### config.mk
export PLATFORM = sky130hd
export DESIGN_NAME = adc_seq_ctrl
export DESIGN_NICKNAME = d
export VERILOG_FILES = /design/src/rtl/adc_seq_pkg.sv /design/src/rtl/adc_seq_presc.sv /design/src/rtl/adc_seq_core.sv /design/src/rtl/adc_seq_capture.sv /design/src/rtl/adc_seq_ctrl.sv
export SDC_FILE = /design/constraint.sdc
export NUM_CORES = 1
export LEC_CHECK = 0
export ABC_CLOCK_PERIOD_IN_PS = 3000
export CELL_PAD_IN_SITES_DETAIL_PLACEMENT = 0
export CELL_PAD_IN_SITES_GLOBAL_PLACEMENT = 2
export CORE_UTILIZATION = 38
export CTS_CLUSTER_DIAMETER = 50
export DETAILED_ROUTE_END_ITERATION = 12
export DONT_BUFFER_PORTS = 1
export PLACE_DENSITY_LB_ADDON = 0.1
export SYNTH_ARGS = -nofsm -noshare
export SYNTH_HDL_FRONTEND = slang
export SYNTH_HIERARCHICAL = 1
export SYNTH_SLANG_ARGS = --single-unit
### constraint.sdc
create_clock -name clk -period 3 [get_ports clk]
set_input_delay 0.6 -clock clk [delete_from_list [all_inputs] [get_ports clk]]
set_output_delay 0.6 -clock clk [all_outputs]
set_load 0.1 [all_outputs]
### src/rtl/adc_seq_pkg.sv
package adc_seq_pkg;

  typedef enum logic [1:0] {
    SEQ_IDLE = 2'd0,
    SEQ_WAIT = 2'd1,
    SEQ_CONV = 2'd2
  } seq_state_e;

endpackage

### src/rtl/adc_seq_presc.sv
module adc_seq_presc #(
  parameter int DIV = 4
) (
  input  logic clk,
  input  logic rst_n,
  input  logic run,
  input  logic clr,
  output logic tick,
  output logic phase
);

  localparam int PC_W = (DIV > 2) ? $clog2(DIV) : 1;
  localparam logic [PC_W-1:0] PC_LAST = PC_W'(DIV - 1);

  logic [PC_W-1:0] pc_q;
  logic            phase_q;

  always_ff @(posedge clk or negedge rst_n) begin
    if (!rst_n) begin
      pc_q    <= '0;
      phase_q <= 1'b0;
    end else if (clr || !run) begin
      pc_q    <= '0;
      phase_q <= 1'b0;
    end else if (pc_q == PC_LAST) begin
      pc_q    <= '0;
      phase_q <= ~phase_q;
    end else begin
      pc_q <= pc_q + 1'b1;
    end
  end

  assign tick  = run && !clr && (pc_q == PC_LAST);
  assign phase = phase_q;

  AST_PRESC_CLEAR: assert property (@(posedge clk) disable iff (!rst_n)
    clr |=> (pc_q == '0) && !phase_q);

  AST_TICK_SPACED: assert property (@(posedge clk) disable iff (!rst_n)
    tick |=> !tick);

endmodule

### src/rtl/adc_seq_core.sv
module adc_seq_core
  import adc_seq_pkg::*;
#(
  parameter int NORM_LEN   = 13,
  parameter int SYNC_LEN   = 14,
  parameter int EXT_LEN    = 25,
  parameter int SAMPLE_CYC = 2
) (
  input  logic clk,
  input  logic rst_n,
  input  logic enable,
  input  logic tick,
  input  logic phase,
  input  logic sw_req,
  input  logic trig_req,
  input  logic free_run,
  input  logic diff_gain,
  output logic busy,
  output logic sample_win,
  output logic presc_clr,
  output logic done_evt,
  output logic done_inv
);

  localparam int CNT_W = $clog2(EXT_LEN + 1);
  localparam logic [CNT_W-1:0] L_NORM = CNT_W'(NORM_LEN);
  localparam logic [CNT_W-1:0] L_SYNC = CNT_W'(SYNC_LEN);
  localparam logic [CNT_W-1:0] L_EXT  = CNT_W'(EXT_LEN);
  localparam logic [CNT_W-1:0] L_SAMP = CNT_W'(SAMPLE_CYC);

  seq_state_e       state_q;
  logic [CNT_W-1:0] cnt_q;
  logic [CNT_W-1:0] len_q;
  logic [CNT_W-1:0] begin_len;
  logic             inv_q;
  logic             auto_q;
  logic             fresh_q;
  logic             accept;
  logic             last;

  assign accept    = enable && (state_q == SEQ_IDLE) && (sw_req || trig_req);
  assign presc_clr = !enable || (accept && trig_req);
  assign last      = (state_q == SEQ_CONV) && tick && (cnt_q == len_q - 1'b1);
  assign done_evt  = enable && last;
  assign done_inv  = inv_q;
  assign busy      = (state_q != SEQ_IDLE);
  assign sample_win = (state_q == SEQ_CONV) && (cnt_q < L_SAMP);

  always_comb begin
    if (diff_gain && fresh_q) begin
      begin_len = L_EXT;
    end else if (phase) begin
      begin_len = L_SYNC;
    end else begin
      begin_len = L_NORM;
    end
  end

  always_ff @(posedge clk or negedge rst_n) begin
    if (!rst_n) begin
      state_q <= SEQ_IDLE;
      cnt_q   <= '0;
      len_q   <= L_NORM;
      inv_q   <= 1'b0;
      auto_q  <= 1'b0;
      fresh_q <= 1'b1;
    end else if (!enable) begin
      state_q <= SEQ_IDLE;
      cnt_q   <= '0;
      inv_q   <= 1'b0;
      auto_q  <= 1'b0;
      fresh_q <= 1'b1;
    end else begin
      unique case (state_q)
        SEQ_IDLE: begin
          if (accept) begin
            state_q <= SEQ_WAIT;
            auto_q  <= trig_req;
          end
        end
        SEQ_WAIT: begin
          if (tick) begin
            state_q <= SEQ_CONV;
            cnt_q   <= '0;
            len_q   <= begin_len;
            inv_q   <= auto_q && diff_gain && !fresh_q;
            fresh_q <= 1'b0;
          end
        end
        SEQ_CONV: begin
          if (tick) begin
            if (last) begin
              cnt_q <= '0;
              if (free_run) begin
                len_q <= L_SYNC;
                inv_q <= 1'b0;
              end else begin
                state_q <= SEQ_IDLE;
              end
            end else begin
              cnt_q <= cnt_q + 1'b1;
            end
          end
        end
        default: state_q <= SEQ_IDLE;
      endcase
    end
  end

  AST_RESTART_LONG: assert property (@(posedge clk) disable iff (!rst_n)
    done_evt && free_run |=> busy && (len_q == L_SYNC));

  AST_AUTO_LOW_PHASE: assert property (@(posedge clk) disable iff (!rst_n)
    (state_q == SEQ_WAIT) && tick && auto_q |-> !phase);

  AST_BUSY_KEEPS: assert property (@(posedge clk) disable iff (!rst_n)
    (state_q == SEQ_CONV) && enable && !last |=> (state_q == SEQ_CONV));

  AST_ABORT_IDLE: assert property (@(posedge clk) disable iff (!rst_n)
    !enable |=> !busy && !sample_win);

endmodule

### src/rtl/adc_seq_capture.sv
module adc_seq_capture #(
  parameter int RES_W = 10
) (
  input  logic             clk,
  input  logic             rst_n,
  input  logic             done_evt,
  input  logic             done_inv,
  input  logic             done_clr,
  input  logic [RES_W-1:0] result_in,
  output logic             done_flag,
  output logic             res_valid,
  output logic [RES_W-1:0] res_data,
  output logic             res_inv
);

  always_ff @(posedge clk or negedge rst_n) begin
    if (!rst_n) begin
      done_flag <= 1'b0;
      res_valid <= 1'b0;
      res_data  <= '0;
      res_inv   <= 1'b0;
    end else begin
      res_valid <= done_evt;
      if (done_evt) begin
        done_flag <= 1'b1;
        res_data  <= result_in;
        res_inv   <= done_inv;
      end else if (done_clr) begin
        done_flag <= 1'b0;
      end
    end
  end

  AST_STROBE_ONE: assert property (@(posedge clk) disable iff (!rst_n)
    res_valid |=> !res_valid);

  AST_DONE_WITH_STROBE: assert property (@(posedge clk) disable iff (!rst_n)
    $rose(done_flag) |-> res_valid);

  AST_DONE_STICKY: assert property (@(posedge clk) disable iff (!rst_n)
    done_flag && !done_clr |=> done_flag);

endmodule

### src/rtl/adc_seq_ctrl.sv
module adc_seq_ctrl #(
  parameter int DIV        = 4,
  parameter int RES_W      = 10,
  parameter int NORM_LEN   = 13,
  parameter int SYNC_LEN   = 14,
  parameter int EXT_LEN    = 25,
  parameter int SAMPLE_CYC = 2
) (
  input  logic             clk,
  input  logic             rst_n,
  input  logic             enable,
  input  logic             free_run,
  input  logic             trig_en,
  input  logic             diff_gain,
  input  logic             start_wr,
  input  logic             trig_in,
  input  logic             done_clr,
  input  logic [RES_W-1:0] result_in,
  output logic             busy,
  output logic             sample_win,
  output logic             adc_tick,
  output logic             adc_phase,
  output logic             done_flag,
  output logic             res_valid,
  output logic [RES_W-1:0] res_data,
  output logic             res_inv
);

  logic presc_clr;
  logic done_evt;
  logic done_inv;

  adc_seq_presc #(.DIV(DIV)) u_presc (
    .clk   (clk),
    .rst_n (rst_n),
    .run   (enable),
    .clr   (presc_clr),
    .tick  (adc_tick),
    .phase (adc_phase)
  );

  adc_seq_core #(
    .NORM_LEN   (NORM_LEN),
    .SYNC_LEN   (SYNC_LEN),
    .EXT_LEN    (EXT_LEN),
    .SAMPLE_CYC (SAMPLE_CYC)
  ) u_core (
    .clk        (clk),
    .rst_n      (rst_n),
    .enable     (enable),
    .tick       (adc_tick),
    .phase      (adc_phase),
    .sw_req     (start_wr),
    .trig_req   (trig_in && trig_en),
    .free_run   (free_run),
    .diff_gain  (diff_gain),
    .busy       (busy),
    .sample_win (sample_win),
    .presc_clr  (presc_clr),
    .done_evt   (done_evt),
    .done_inv   (done_inv)
  );

  adc_seq_capture #(.RES_W(RES_W)) u_cap (
    .clk       (clk),
    .rst_n     (rst_n),
    .done_evt  (done_evt),
    .done_inv  (done_inv),
    .done_clr  (done_clr),
    .result_in (result_in),
    .done_flag (done_flag),
    .res_valid (res_valid),
    .res_data  (res_data),
    .res_inv   (res_inv)
  );

  AST_RESET_QUIET: assert property (@(posedge clk) $rose(rst_n) |-> !busy && !done_flag);

endmodule

==> PnR_summary.wiki <==
{| class="wikitable"
! Metric !! Value
|-
| Critical Path AT || around 2600 ps
|-
| Max layer used || met4
|-
| Total routing resource utilization after global routing || around 16%
|-
| Most used DFF post-synth || sky130_fd_sc_hd__dfrtp_1
|-
| Buffers inserted by post-CTS timing repair || 0
|-
| CP endpoint kind || flip-flop
|-
| Status || finished clean
|-
| Overall power || ~960 uW
|-
| Drc violations || 0
|-
| Met2 wire length || between 1000 and 1500 microns
|-
| Flip-flop and latch count after synthesis || 30
|-
| Share of post-route cells with drive strength above 1 || a little under a quarter
|-
| Final instance count without filler cells || between 150 and 200
|-
| Worst path cell trace || inv_1 -> ha_1 -> xnor2_1 -> nor4_1 -> o21ai_1 -> nor2_1 -> buf_4 -> mux2_2
|-
| Crit path from || u_core/len_q[0]
|-
| Number of instances in the synthesized netlist || 138
|-
| Static leakage || 0.822 nW
|-
| Starting utilization of the core area || approximately two fifths
|-
| Syn Area/Cell || 10.8 sq um
|-
| Final Routed Wirelength || roughly 2900 microns
|-
| Most common cell after layout, fill and taps aside || sky130_fd_sc_hd__dfrtp_1
|-
| Number of fillers in the final layout || approximately 350
|-
| Storage element area || ~750 sq um
|-
| Iteration count of the initial detailed-routing pass || 4
|-
| Top fanout value on the critical path || 13
|-
| I/O pin count || 36
|-
| RSZ-0062 raised after global routing || no
|-
| Setup total negative slack || 0 ps
|-
| Data required time of the critical path || 3160 ps
|-
| Synth async-reset ratio || 100%
|-
| Clock Sink Count || 30
|-
| Die extent in x || ~65 microns
|-
| Worst reg2reg endpoint || u_cap/res_data[7]
|-
| Clock input transition at the sequential cells of the worst setup and hold paths || roughly 60 ps
|-
| Total of warnings raised by yosys || 6
|-
| Library cell used as clock root buffer || sky130_fd_sc_hd__clkbuf_8
|-
| Full die area || 4180 sq um
|-
| Period utilisation layout || between 80 and 90%
|-
| Worst hold-check slack || about 17 ps
|-
| Area growth, synth to finish || 15.0%
|-
| Cell variety after synth || 40
|-
| Slowest cell on the critical path || sky130_fd_sc_hd__dfstp_2
|-
| Wire length on met1 || around 1300 microns
|-
| Post-Synthesis Net Count || 160
|-
| Crit-path max cell delay || between 500 and 600 ps
|-
| # hold bufs at CTS || 1
|-
| Grt total ovfl || 0
|-
| Vias per Instance || between 5 and 6
|-
| Core Rows || 22
|-
| Launch instance of the worst register-to-register path || u_core/len_q[0]
|-
| Most used cells in the layout excluding fill and tap cells || sky130_fd_sc_hd__dfrtp_1 (27), sky130_fd_sc_hd__nand2_1 (14), sky130_fd_sc_hd__mux2_4 (9), sky130_fd_sc_hd__inv_1 (9), sky130_fd_sc_hd__o21ai_0 (9)
|-
| Resized cells post-CTS || 0
|-
| Relative slew margins || between 30% and 40%
|-
| Share of synthesized area occupied by flip-flops and latches || 50.5%
|-
| Dpl cells || approximately 180
|-
| Total setup violations reported at the end of the flow || 0
|-
| CTS buffer count || 5
|-
| Gp weighted congestion || around 0.77
|-
| CORE AREA || between 3000 and 4000 sq um
|-
| Worst R2R Path Depth || 8
|-
| ANT cells || 0
|-
| Routed length on met3 || ~170 microns
|-
| Antenna violation net count after detailed routing || 0
|-
| Wire length of the first global-routing pass || about 5000 microns
|-
| Largest net degree at the start of global routing || 26
|-
| Actual slew at the worst max-slew pin || between 900 and 1000 ps
|-
| Start-to-end type of the worst setup path || reg -> reg
|-
| Final clock skew || 5.38 ps
|-
| P per Cell Area || between 500 and 600 nW/um^2
|-
| Worst setup margin || just under 600 ps
|-
| CTS H-Tree Depth || 2
|-
| TritonCTS clock tree || built
|-
| Area of the multi-input gates || approximately 680 sq um
|-
| Antenna violations before repair || 0
|-
| Final hold violation count || 0
|-
| Number of flops mapped to enable cells by yosys || 0
|-
| Port-buffer cells || 0
|-
| Final net count || about 170
|-
| Hold crit path type || in -> async
|-
| Maximum vdd ir drop || between 0.00015 and 0.0002 V
|-
| Vias in the first global route || about 1100
|-
| Fin crit period || approximately 2400 ps
|-
| Worst setup SP type || flip-flop
|-
| Dpl hpwl || between 2000 and 2500 microns
|-
| Count of maximum capacitance violations || 0
|-
| Clock network latency to the later pin of the worst-skew pair || ~280 ps
|-
| Mapped cell area || between 1000 and 1500 sq um
|-
| Maximum frequency from static timing analysis || 414 MHz
|-
| Vias post-DR || approximately 1000
|-
| R2R setup slack || just under 600 ps
|-
| Final count of pins violating max slew || 0
|-
| Worst-case setup slack after placement || 472 ps
|-
| Maximum buffer depth of the clock tree || 2
|-
| Die H || roughly 65 microns
|-
| Capture point of the worst path || u_cap/res_data[7]
|-
| Post-detailed-route wirelength per cell || between 10 and 15 microns
|-
| Initial DRC count || 86
|}
==> sequential cells by signal, summed over array words and instances, names as in the netlist, 2 cells and up <==
name,flops
u_cap/res_data,10
u_core/cnt_q,5
u_core/len_q,4
u_core/state_q,2
u_presc/pc_q,2
==> synthesized netlist by cell type (2+ instances only) <==
master	number	area (sq um)
sky130_fd_sc_hd__a21o_1	2	15.0
sky130_fd_sc_hd__a21oi_1	5	25.0
sky130_fd_sc_hd__buf_2	4	20.0
sky130_fd_sc_hd__dfrtp_1	27	676
sky130_fd_sc_hd__dfstp_2	3	78.8
sky130_fd_sc_hd__ha_1	3	37.5
sky130_fd_sc_hd__inv_1	9	33.8
sky130_fd_sc_hd__mux2_2	2	22.5
sky130_fd_sc_hd__mux2_4	9	135
sky130_fd_sc_hd__nand2_1	14	52.6
sky130_fd_sc_hd__nand2b_1	2	12.5
sky130_fd_sc_hd__nand3_1	3	15.0
sky130_fd_sc_hd__nand3b_1	2	15.0
sky130_fd_sc_hd__nor2_1	8	30.0
sky130_fd_sc_hd__nor2b_1	2	12.5
sky130_fd_sc_hd__nor3_1	5	25.0
sky130_fd_sc_hd__o21a_1	3	22.5
sky130_fd_sc_hd__o21ai_0	9	45.0
sky130_fd_sc_hd__xnor2_1	3	26.3
sky130_fd_sc_hd__xor2_1	3	26.3
==> worst min path at each step <==
stage               depth (start not counted)                end  slack (ps)   from
floorplan                                   0    u_cap/done_flag         300  rst_n
global placement                            0    u_core/cnt_q[2]         310  rst_n
detailed placement                          0    u_core/cnt_q[2]         310  rst_n
CTS                                         0  u_core/state_q[0]           2  rst_n
global route                                0  u_core/state_q[1]           2  rst_n
finish                                      0  u_core/state_q[1]          20  rst_n
==> worst max-delay path, delay by kind of cell, from the launching register on <==
| family | cells | cell delay, ps |
|---|---|---|
| simple gates | 2 | 460 |
| buf+inv | 2 | 300 |
| flops | 1 | 550 |
| compound gates | 1 | 170 |
| xor+xnor | 1 | 140 |
| fa+ha+maj | 1 | 300 |
| mux | 1 | 370 |
==> per-layer routing <==
metal  vias up  global-route usage, %
met3         9                   4.75
met5         -                      0
met1       506                   20.2
met4         0                   8.06
li1        491                      -
met2        30                   25.5
==> where the power goes <==
| part | total [mW] | internal, mW | switching (mW) |
|---|---|---|---|
| Sequential | 0.416 | 0.410 | 0.00588 |
| Clock | 0.503 | 0.354 | 0.149 |
| Combinational | 0.0416 | 0.0137 | 0.0279 |
| Total | 0.960 | 0.778 | 0.183 |
==> cell families after synthesis <==
family	Yosys count	share of synthesized area [%]
AOI/OAI and AO/OA	28	12.5
adders and majority gates	3	2.51
xor gates and xnor gates	6	3.52
buffers and inverters	14	4.36
muxes	11	10.6
and+or+nand+nor	46	16.0
DFF	30	50.5
==> area by class of cell <==
class                   instances  area share, %
multi-input cells              94           39.8
inverters                       9           1.97
clock buffers                   6           4.81
well taps                      48           3.50
repair buffers                  5           2.48
flip-flops and latches         30           44.0
clock inverters                 2           3.50
==> metrics by stage <==
step / area (sq um) / util [%]
final: 1720 / 46.2
after global routing: 1720 / 46.2
after CTS: 1710 / 45.9
after detailed placement: 1550 / 41.8
after global placement: 1550 / 41.8
after floorplan: 1500 / -
No activity file was read; power rests on OpenSTA's default activity.
